==> src/rtl/cfsig_pkg.sv <==
package cfsig_pkg;
  localparam int ST_WDOG = 0;
  localparam int ST_DATA = 1;
  localparam int ST_FLOW = 2;
  localparam int ST_END  = 3;
  localparam int ST_ADDR = 4;
  localparam int ST_FIXED = 4;
endpackage

==> src/rtl/cfsig_sigtrack.sv <==
module cfsig_sigtrack #(
  parameter int DW = 16,
  parameter int OPW = 6,
  parameter int unsigned RST_OP = 'h3A,
  parameter int unsigned CHK_OP = 'h3B
) (
  input  logic          clk,
  input  logic          rst,
  input  logic          fetch,
  input  logic [DW-1:0] fdata,
  input  logic          wr,
  input  logic [DW-1:0] wdata,
  output logic          chk_fail
);
  logic [DW-1:0]  sig_q;
  logic [DW-1:0]  ref_q;
  logic           armed_q;
  logic [OPW-1:0] opc;

  assign opc = fdata[DW-1 -: OPW];

  always_ff @(posedge clk) begin
    if (rst) begin
      sig_q   <= '0;
      ref_q   <= '0;
      armed_q <= 1'b0;
    end else begin
      if (fetch) begin
        if (opc == OPW'(RST_OP)) begin
          sig_q <= '0;
        end else if (opc == OPW'(CHK_OP)) begin
          ref_q   <= sig_q;
          armed_q <= 1'b1;
        end else begin
          sig_q <= sig_q ^ fdata;
        end
      end
      if (wr && armed_q) armed_q <= 1'b0;
    end
  end

  assign chk_fail = armed_q && wr && (wdata != ref_q);
endmodule

==> src/rtl/cfsig_divider.sv <==
module cfsig_divider #(
  parameter int DW = 16
) (
  input  logic          clk,
  input  logic          rst,
  input  logic          start,
  input  logic [DW-1:0] dividend,
  input  logic [DW-1:0] divisor,
  output logic          busy,
  output logic          done,
  output logic [DW-1:0] rem,
  output logic [DW-1:0] dsr_out,
  output logic          dsr_zero
);
  localparam int CW = $clog2(DW + 1);

  logic [DW-1:0] dvd_q;
  logic [DW-1:0] dsr_q;
  logic [DW-1:0] rem_q;
  logic [CW-1:0] cnt_q;
  logic [DW:0]   trial;
  logic [DW:0]   diff;
  logic [DW-1:0] rem_nx;

  always_comb begin
    trial  = {rem_q, dvd_q[DW-1]};
    diff   = trial - {1'b0, dsr_q};
    rem_nx = (trial >= {1'b0, dsr_q}) ? diff[DW-1:0] : trial[DW-1:0];
  end

  always_ff @(posedge clk) begin
    if (rst) begin
      dvd_q <= '0;
      dsr_q <= '0;
      rem_q <= '0;
      cnt_q <= '0;
      busy  <= 1'b0;
      done  <= 1'b0;
    end else begin
      done <= 1'b0;
      if (start && !busy) begin
        dvd_q <= dividend;
        dsr_q <= divisor;
        rem_q <= '0;
        cnt_q <= CW'(DW);
        busy  <= 1'b1;
      end else if (busy) begin
        rem_q <= rem_nx;
        dvd_q <= {dvd_q[DW-2:0], 1'b0};
        cnt_q <= cnt_q - 1'b1;
        if (cnt_q == CW'(1)) begin
          busy <= 1'b0;
          done <= 1'b1;
        end
      end
    end
  end

  assign rem      = rem_q;
  assign dsr_out  = dsr_q;
  assign dsr_zero = (dsr_q == '0);
endmodule

==> src/rtl/cfsig_watchdog.sv <==
module cfsig_watchdog #(
  parameter int AW = 10,
  parameter int unsigned LIMIT = 2000,
  parameter int unsigned USED_LIMIT = 768
) (
  input  logic          clk,
  input  logic          rst,
  input  logic          run,
  input  logic          acc,
  input  logic [AW-1:0] addr,
  output logic          hit
);
  localparam int CW = $clog2(LIMIT + 1);

  logic [CW-1:0] cnt_q;
  logic          expired;

  assign expired = (cnt_q == CW'(LIMIT - 1));

  always_ff @(posedge clk) begin
    if (rst) cnt_q <= '0;
    else if (run && !expired) cnt_q <= cnt_q + 1'b1;
  end

  assign hit = (run && expired) || (acc && (addr >= AW'(USED_LIMIT)));
endmodule

==> src/rtl/cfsig_monitor.sv <==
module cfsig_monitor #(
  parameter int AW = 10,
  parameter int DW = 16,
  parameter int UPW = 9,
  parameter int OPW = 6,
  parameter int unsigned RST_OP = 'h3A,
  parameter int unsigned CHK_OP = 'h3B,
  parameter int unsigned WDT_LIMIT = 2000,
  parameter int unsigned USED_LIMIT = 'h300,
  parameter int unsigned SWERR_ADDR = 'h2F0,
  parameter int unsigned BID_ADDR = 'h2F4,
  parameter int unsigned CFID_ADDR = 'h2F8,
  parameter int unsigned END_ADDR = 'h2FC
) (
  input  logic                            clk,
  input  logic                            rst,
  input  logic                            bus_valid,
  input  logic                            bus_write,
  input  logic                            bus_ifetch,
  input  logic [AW-1:0]                   bus_addr,
  input  logic [DW-1:0]                   bus_data,
  output logic [UPW+cfsig_pkg::ST_FIXED-1:0] status
);
  import cfsig_pkg::*;

  logic           fetch, dwr, rd_acc;
  logic           done_q, wd_q, dat_q, cf_q;
  logic [UPW-1:0] up_q;
  logic [AW-1:0]  last_fetch_q;
  logic [DW-1:0]  bid_q;
  logic           chk_fail, wd_hit, sw_err, end_hit;
  logic           div_start, div_busy, div_done, div_zero, div_fail;
  logic [DW-1:0]  div_rem, div_bid;
  logic           any_err;

  assign fetch   = bus_valid && !bus_write && bus_ifetch;
  assign dwr     = bus_valid && bus_write;
  assign rd_acc  = bus_valid;
  assign sw_err  = dwr && (bus_addr == AW'(SWERR_ADDR));
  assign end_hit = dwr && (bus_addr == AW'(END_ADDR));
  assign div_start = dwr && (bus_addr == AW'(CFID_ADDR)) && !done_q;

  cfsig_sigtrack #(.DW(DW), .OPW(OPW), .RST_OP(RST_OP), .CHK_OP(CHK_OP)) u_sig (
    .clk(clk), .rst(rst), .fetch(fetch), .fdata(bus_data),
    .wr(dwr), .wdata(bus_data), .chk_fail(chk_fail)
  );

  cfsig_divider #(.DW(DW)) u_div (
    .clk(clk), .rst(rst), .start(div_start), .dividend(bus_data), .divisor(bid_q),
    .busy(div_busy), .done(div_done), .rem(div_rem), .dsr_out(div_bid),
    .dsr_zero(div_zero)
  );

  cfsig_watchdog #(.AW(AW), .LIMIT(WDT_LIMIT), .USED_LIMIT(USED_LIMIT)) u_wdg (
    .clk(clk), .rst(rst), .run(!done_q), .acc(rd_acc), .addr(bus_addr), .hit(wd_hit)
  );

  assign div_fail = div_done && ((div_rem != '0) || div_zero);
  assign any_err  = wd_hit || sw_err || chk_fail || div_fail;

  always_ff @(posedge clk) begin
    if (rst) begin
      bid_q        <= '0;
      last_fetch_q <= '0;
    end else begin
      if (dwr && (bus_addr == AW'(BID_ADDR))) bid_q <= bus_data;
      if (fetch) last_fetch_q <= bus_addr;
    end
  end

  always_ff @(posedge clk) begin
    if (rst) begin
      done_q <= 1'b0;
      wd_q   <= 1'b0;
      dat_q  <= 1'b0;
      cf_q   <= 1'b0;
      up_q   <= '0;
    end else if (!done_q) begin
      wd_q  <= wd_hit;
      dat_q <= sw_err;
      cf_q  <= chk_fail || div_fail;
      if (any_err) begin
        done_q <= 1'b1;
        up_q   <= last_fetch_q[UPW-1:0];
      end else if (end_hit) begin
        done_q <= 1'b1;
        up_q   <= '1;
      end
    end
  end

  always_comb begin
    status          = '0;
    status[ST_WDOG] = wd_q;
    status[ST_DATA] = dat_q;
    status[ST_FLOW] = cf_q;
    status[ST_END]  = done_q;
    status[UPW+ST_ADDR-1:ST_ADDR] = up_q;
  end
  // R1 R2 R3 R4 R5 R6 R7 R8 R9 R10 R11 are realised above and in the submodules
endmodule

==> config.mk <==
export PLATFORM = sky130hd
export DESIGN_NAME = cfsig_monitor
export DESIGN_NICKNAME = d
export VERILOG_FILES = /design/src/rtl/cfsig_pkg.sv /design/src/rtl/cfsig_sigtrack.sv /design/src/rtl/cfsig_divider.sv /design/src/rtl/cfsig_watchdog.sv /design/src/rtl/cfsig_monitor.sv
export SDC_FILE = /design/constraint.sdc
export NUM_CORES = 1
export LEC_CHECK = 0
export BUFFER_PORTS_ARGS = -buffer_cell sky130_fd_sc_hd__buf_2
export CORE_MARGIN = 1.5
export CORE_UTILIZATION = 65
export CTS_CLUSTER_SIZE = 24
export DETAILED_ROUTE_END_ITERATION = 7
export GPL_TIMING_DRIVEN = 0
export MAX_ROUTING_LAYER = met4
export PLACE_DENSITY_LB_ADDON = 0.12
export SLEW_MARGIN = 10
export SYNTH_ARGS = -nofsm -noshare
export SYNTH_HDL_FRONTEND = slang
export SYNTH_HIERARCHICAL = 1
export SYNTH_SLANG_ARGS = --single-unit
==> constraint.sdc <==
create_clock -name clk -period 4.4 [get_ports clk]
set_clock_uncertainty 0.1 [all_clocks]
set_input_delay 0.22 -clock clk [delete_from_list [all_inputs] [get_ports clk]]
set_output_delay 0.22 -clock clk [all_outputs]
set_load 0.02 [all_outputs]
# [Word-level counts from Yosys, hierarchy flattened]
# Cells that the tools add are included.
[classes] addsub=3 order_cmp=2 eq_ne=10 n_mux=16 bitwise_logic=4 reduce_logical=35
[ops] cell="two-way mux 16 bit" count=5
[ops] cell="== test 10 bit (second input constant)" count=4
[ops] cell="two-way mux 9 bit" count=2
[ops] cell="greater-or-equal comparator 17 x 16 -> 1 bit" count=1
[ops] cell="zero test 16 bit" count=1
[ops] cell="!= test 16 bit" count=1
[ops] cell="nonzero test 16 bit" count=1
[ops] cell="subtractor 16 bit" count=1
[ops] cell="bitwise XOR 16 bit" count=1
[ops] cell="logical AND 1 bit" count=15
[ops] cell="== test 6 bit (second input constant)" count=2
[ops] cell="adder 11 x 1 -> 11 bit (second input constant)" count=1
[ops] cell="== test 11 bit (second input constant)" count=1
[ops] cell="greater-or-equal comparator 10 bit (second input constant)" count=1
[ops] cell="two-way mux 5 bit" count=2
[ops] cell="two-way mux 1 bit" count=7
[ops] cell="logical OR 1 bit" count=6
[ops] cell="== test 5 x 1 -> 1 bit (second input constant)" count=1
[ops] cell="subtractor 5 x 1 -> 5 bit (second input constant)" count=1
[ops] cell="zero test 1 bit" count=4
[ops] cell="AND reduction 2 bit" count=2
[ops] cell="nonzero test 2 bit" count=2
[ops] cell="OR reduction 2 bit" count=2
[ops] cell="NOT 1 bit" count=3
[ops] cell="3 further kinds" count=3
[word_totals] reg_bits=137 inputBits=31 out_inout_bits=13 word_cells=88

# [Depth between registers and ports, before layout]
[depth] depth_word=8 depth_mapped=11 mapped_depth_nobuf=11

# [By module]
# The synthesis kept the hierarchy.
[modules_own_cells] module="cfsig_divider" n_inst=1 cells_per_inst=374 area_each_um2=3039.2 seq_area_each_um2=1101.1
[modules_own_cells] module="cfsig_monitor" n_inst=1 cells_per_inst=158 area_each_um2=1522.7 seq_area_each_um2=760.7
[modules_own_cells] module="cfsig_sigtrack" n_inst=1 cells_per_inst=172 area_each_um2=1503.9 seq_area_each_um2=660.6
[modules_own_cells] module="cfsig_watchdog" n_inst=1 cells_per_inst=73 area_each_um2=619.3 seq_area_each_um2=220.2

# [Least setup slack after synthesis]
# OpenSTA, ideal clock, no wires.
[synth_timing] kind="input -> register" from="input bus_addr[8]" to="register u_div.dvd_q[11]" setup_ps=128 arrival_time_ps=2504 required_ps=4172 slack_ps=1668 path_stages=9 n_path_buf=2 path_cell_list="nand4b_1 -> or4b_1 -> nor4b_1 -> clkbuf_1 -> clkbuf_1 -> mux2i_1 -> nor2_1 -> a21oi_1 -> nor2_1"
[synth_via] elab_chain_len=5 elab_cells_between_ends=6 cone_classes="eq/ne (1); mux (1); reduce/logical (4)"
[synth_lines] item="from (decl)" line_no="cfsig_monitor.sv:20" text="input logic [AW-1:0] bus_addr,"
[synth_lines] item="== test 10 bit (*)" line_no="cfsig_monitor.sv:41" text="assign div_start = dwr && (bus_addr == AW'(CFID_ADDR)) && !done_q;"
[synth_lines] item="logical AND 1 bit (*) (2 in a row)" line_no="cfsig_monitor.sv:41"
[synth_lines] item="named net div_start" line_no="cfsig_monitor.sv:32" text="logic div_start, div_busy, div_done, div_zero, div_fail;"
[synth_lines] item="logical AND 1 bit (*)" line_no="cfsig_divider.sv:41" text="if (start && !busy) begin"
[synth_lines] item="two-way mux 16 bit or nonzero test 2 bit (tied branches)"
[synth_lines] item="to (signal assigned)" line_no="cfsig_divider.sv:42" text="dvd_q <= dividend;"
[synth_lines] item="to (signal assigned)" line_no="cfsig_divider.sv:49" text="dvd_q <= {dvd_q[DW-2:0], 1'b0};"
[synth_lines] item="to (decl)" line_no="cfsig_divider.sv:17" text="logic [DW-1:0] dvd_q;"
# Mark *: on every way through the listed nets, which the timed path passes. The rest lies on a longest branch.
# A chain may end at the register's enable or synchronous reset.

# [Worst setup path in the final report]
[layout_timing] from="input bus_addr[8]" to="register u_div.dvd_q[14]"
# The elaborated chain is that of the path after synthesis.

==> qor.csv <==
stage,metric,value,unit
pwr,P_int,2.231,mW
logic_synthesis,Synth Cell Area,6685,um2
pwr,Sequential Power Share,44.3,%
setup_path,CP startpoint kind,input pin,
detailed_routing,1st-iter DRT viols,472,
clock_tree,Num Clock Sinks,137,
place,RePlAce Congestion,0.9189,
timing,endpoints failing hold,0,
clock_tree,Worst-Skew Late Latency,0.53,ns
pwr,Final Power,2.893,mW
timing,worst slew pin tran,0.8238,ns
setup_path,Worst path slowest cell,clkbuf_1,
logic_synthesis,register area share after synthesis,41.03,%
timing,fin crit period,3.667,ns
grt,first-pass GRT wire length,29.18,mm
die,die height,104.4,um
pwr,clock network fraction of total power,49.6,%
clock_tree,Longest Clk Path Bufs,2,
setup_path,crit-path max cell delay,0.62,ns
clock_tree,# resized after CTS,0,
logic_synthesis,syn_nets,828,
setup_path,"CP delay by family, top",buffers and inverters,
logic_synthesis,yosys warns,6,
die,row cnt,36,
logic_synthesis,Most used DFF post-synth,dfxtp_1,
grt,vias in the first global route,6069,
cells_and_area,Multi-input gate area,3646,um2
timing,FMAX,0.2727,GHz
detailed_routing,via count,6115,
status,status,"finished, final reports clean",
cells_and_area,layout cells sized above 1,11.05,%
timing,setup_tns,0,ns
clock_tree,CTS tree,built,
die,initial core utilization,67.77,%
logic_synthesis,Synth area leaders,"dfxtp_1 41%, mux2i_1 6.9%, a21oi_1 6.1%, nand2_1 5.7%, nor2_1 4.0%",
detailed_routing,Detailed Routing Iterations Pass 1,5,
logic_synthesis,Seq cells post-synth,137,
timing,"Slew Viols, Final",0,
die,DIE WIDTH,104.4,um
clock_tree,root buf cell,clkbuf_8,
timing,hold_ws,0.05434,ns
die,die area,10900,um2
detailed_routing,drt via density,6.037,
setup_path,"Max FO, Critical Path",10,
setup_path,crit-path cells,dlygate4sd3_1 > buf_2 > nand4b_1 > or4b_1 > nor4b_1 > clkbuf_1 > clkbuf_1 > mux2i_1 > nor2_1 > a21oi_1 > nor2_1,
grt,gr usage total,34.33,%
cells_and_area,Layout fillers,625,
pwr,Comb power frac,6.0,%
timing,unrepaired setup endpoints after global routing,no,
pwr,Sw Ratio,22.87,%
detailed_routing,Routed Antenna Nets,0,
timing,period utilization,83.34,%
detailed_routing,"wirelength, routed",17.70,mm
logic_synthesis,Syn Inst Count,777,
grt,initial antenna violation count,2,
logic_synthesis,Synth cell types,63,
clock_tree,Post-CTS Setup Bufs,0,
die,Core ar.,9864,um2
detailed_routing,Residual DRC,0,
setup_path,CP endpoint kind,flip-flop,
cells_and_area,NumNets Final,916,
logic_synthesis,most common cell in the synthesized netlist,dfxtp_1,
clock_tree,clock slew at reported path FFs,0.06,ns
grt,grt ovf,0,
logic_synthesis,leading area contributor after synthesis,dfxtp_1,
pwr,pwr dens,364.4,nW/um2
grt,pin count of the biggest net entering global routing,17,
pwr,Max VDD drop,0.3317,mV
worst_hold_path,HP Class,in2reg,
setup_path,Critical path buffers and inverters,4,
place,Placed Area,7067,um2
setup_path,Worst Path Required,4.71,ns
flow_run,max cap viols,0,
logic_synthesis,Post-synth top cells,"137 x dfxtp_1, 102 x nand2_1, 81 x a21oi_1",
pwr,leakage power,2.981,nW
cells_and_area,cell area after layout,7940,um2
logic_synthesis,Post-synth EDFFs,0,
logic_synthesis,ys async rst share,0,%
place,Post-DP HPWL,11.74,mm
cells_and_area,Layout area overhead,18.77,%
pwr,NetSw,0.6615,mW
setup_path,crit path DAT,3.97,ns
clock_tree,Inserted Clock Buffers,17,
logic_synthesis,Mean Syn Cell Area,8.604,um2
detailed_routing,routed length per instance,17.47,um
timing,max_slew headroom,44.71,%
cells_and_area,register area,2743,um2
place,PortBufs,43,
timing,"Setup violations, final",0,
logic_synthesis,top cell type's share of synthesized area,41.03,%
clock_tree,hold buffer count at cts,26,
clock_tree,H-tree levels,4,
die,I/O Pins,44,
setup_path,WS Path Type,in2reg,
==> cells in the final DEF (no fill, tap or decap), types with 25 or more instances in the layout <==
master         Yosys  final
dfxtp_1          137    137
nand2_1          102    102
a21oi_1           81     81
nor2_1            71     71
buf_2              3     46
mux2i_1           46     46
inv_1             30     30
o21ai_0           27     27
dlygate4sd3_1      0     26
clkbuf_1          25     25
==> through the flow <==
stage	setup slack (ns)	utilization, %	instances
global placement	1.000	71.64	953
CTS	0.9198	80.44	1011
global route	0.5310	80.49	1013
floorplan	1.668	-	777
finish	0.7329	80.49	1013
detailed placement	0.9375	71.64	953
==> tightest hold or removal path: stages <==
cell     delay (ns)
buf_2          0.11
nand2_1        0.08
inv_1          0.07
mux2_2         0.14
nor2_1         0.03
==> metal layers <==
| metal | global-route usage (%) | wire, um | vias up |
|---|---|---|---|
| met5 | - | 0 | - |
| met4 | 15.58 | 503 | 0 |
| met3 | 8.333 | 1145 | 54 |
| met2 | 55.92 | 8698 | 227 |
| met1 | 40.03 | 7350 | 2902 |
| li1 | - | - | 2932 |
==> flip-flops by register name, indices dropped and copies added (netlist names), 5 cells and up <==
| name | count |
|---|---|
| u_wdg/cnt_q | 11 |
| u_sig/sig_q | 16 |
| u_div/rem | 16 |
| u_div/dvd_q | 16 |
| u_div/cnt_q | 5 |
| u_div/dsr_out | 16 |
| last_fetch_q | 9 |
| u_sig/ref_q | 16 |
| bid_q | 16 |
| up_q | 9 |
==> kinds of logic (layout without fill, tap and decap cells) <==
logic type / count (synthesis) / after routing / share of synthesized area [%]
adder cells (fa/ha/maj): 20 / 20 / 3.856
multiplexers: 49 / 49 / 7.393
AO/OA/AOI/OAI: 190 / 190 / 18.21
buffers and inverters: 68 / 169 / 4.435
other: 0 / 2 / 0
XOR/XNOR: 34 / 34 / 4.454
AND/OR/NAND/NOR: 279 / 279 / 20.63
flip-flops: 137 / 137 / 41.03
==> path summary, 6_finish.rpt <==
kind                         start                to  slack (ns)  cells past startpoint
setup / recovery       bus_addr[8]   u_div/dvd_q[14]        0.73                     11
hold / removal           bus_valid     u_sig/armed_q        0.05                      5
setup reg to reg  u_div/dsr_out[1]      u_div/rem[5]        1.24                     10
hold reg to reg           bid_q[4]  u_div/dsr_out[4]        0.36                      2
==> final cells by class <==
class,instances,area share (%)
timing repair buffer,69,5.988
clock inverter,9,1.402
clock buffer,23,6.256
sequential,137,34.54
inverter,31,1.465
buffer,37,2.269
tap,133,2.096
multi-input combinational,572,45.92
antenna,2,0.06303
==> power groups by stage <==
stage	clock, mW	sequential, mW	combinational, mW
global placement	0	1.31	0.144
finish	1.44	1.28	0.175
detailed placement	0	1.31	0.151
CTS	1.45	1.28	0.170
floorplan	0	1.31	0.0822
global route	1.50	1.28	0.187
Power figures use the tool's default switching activity.
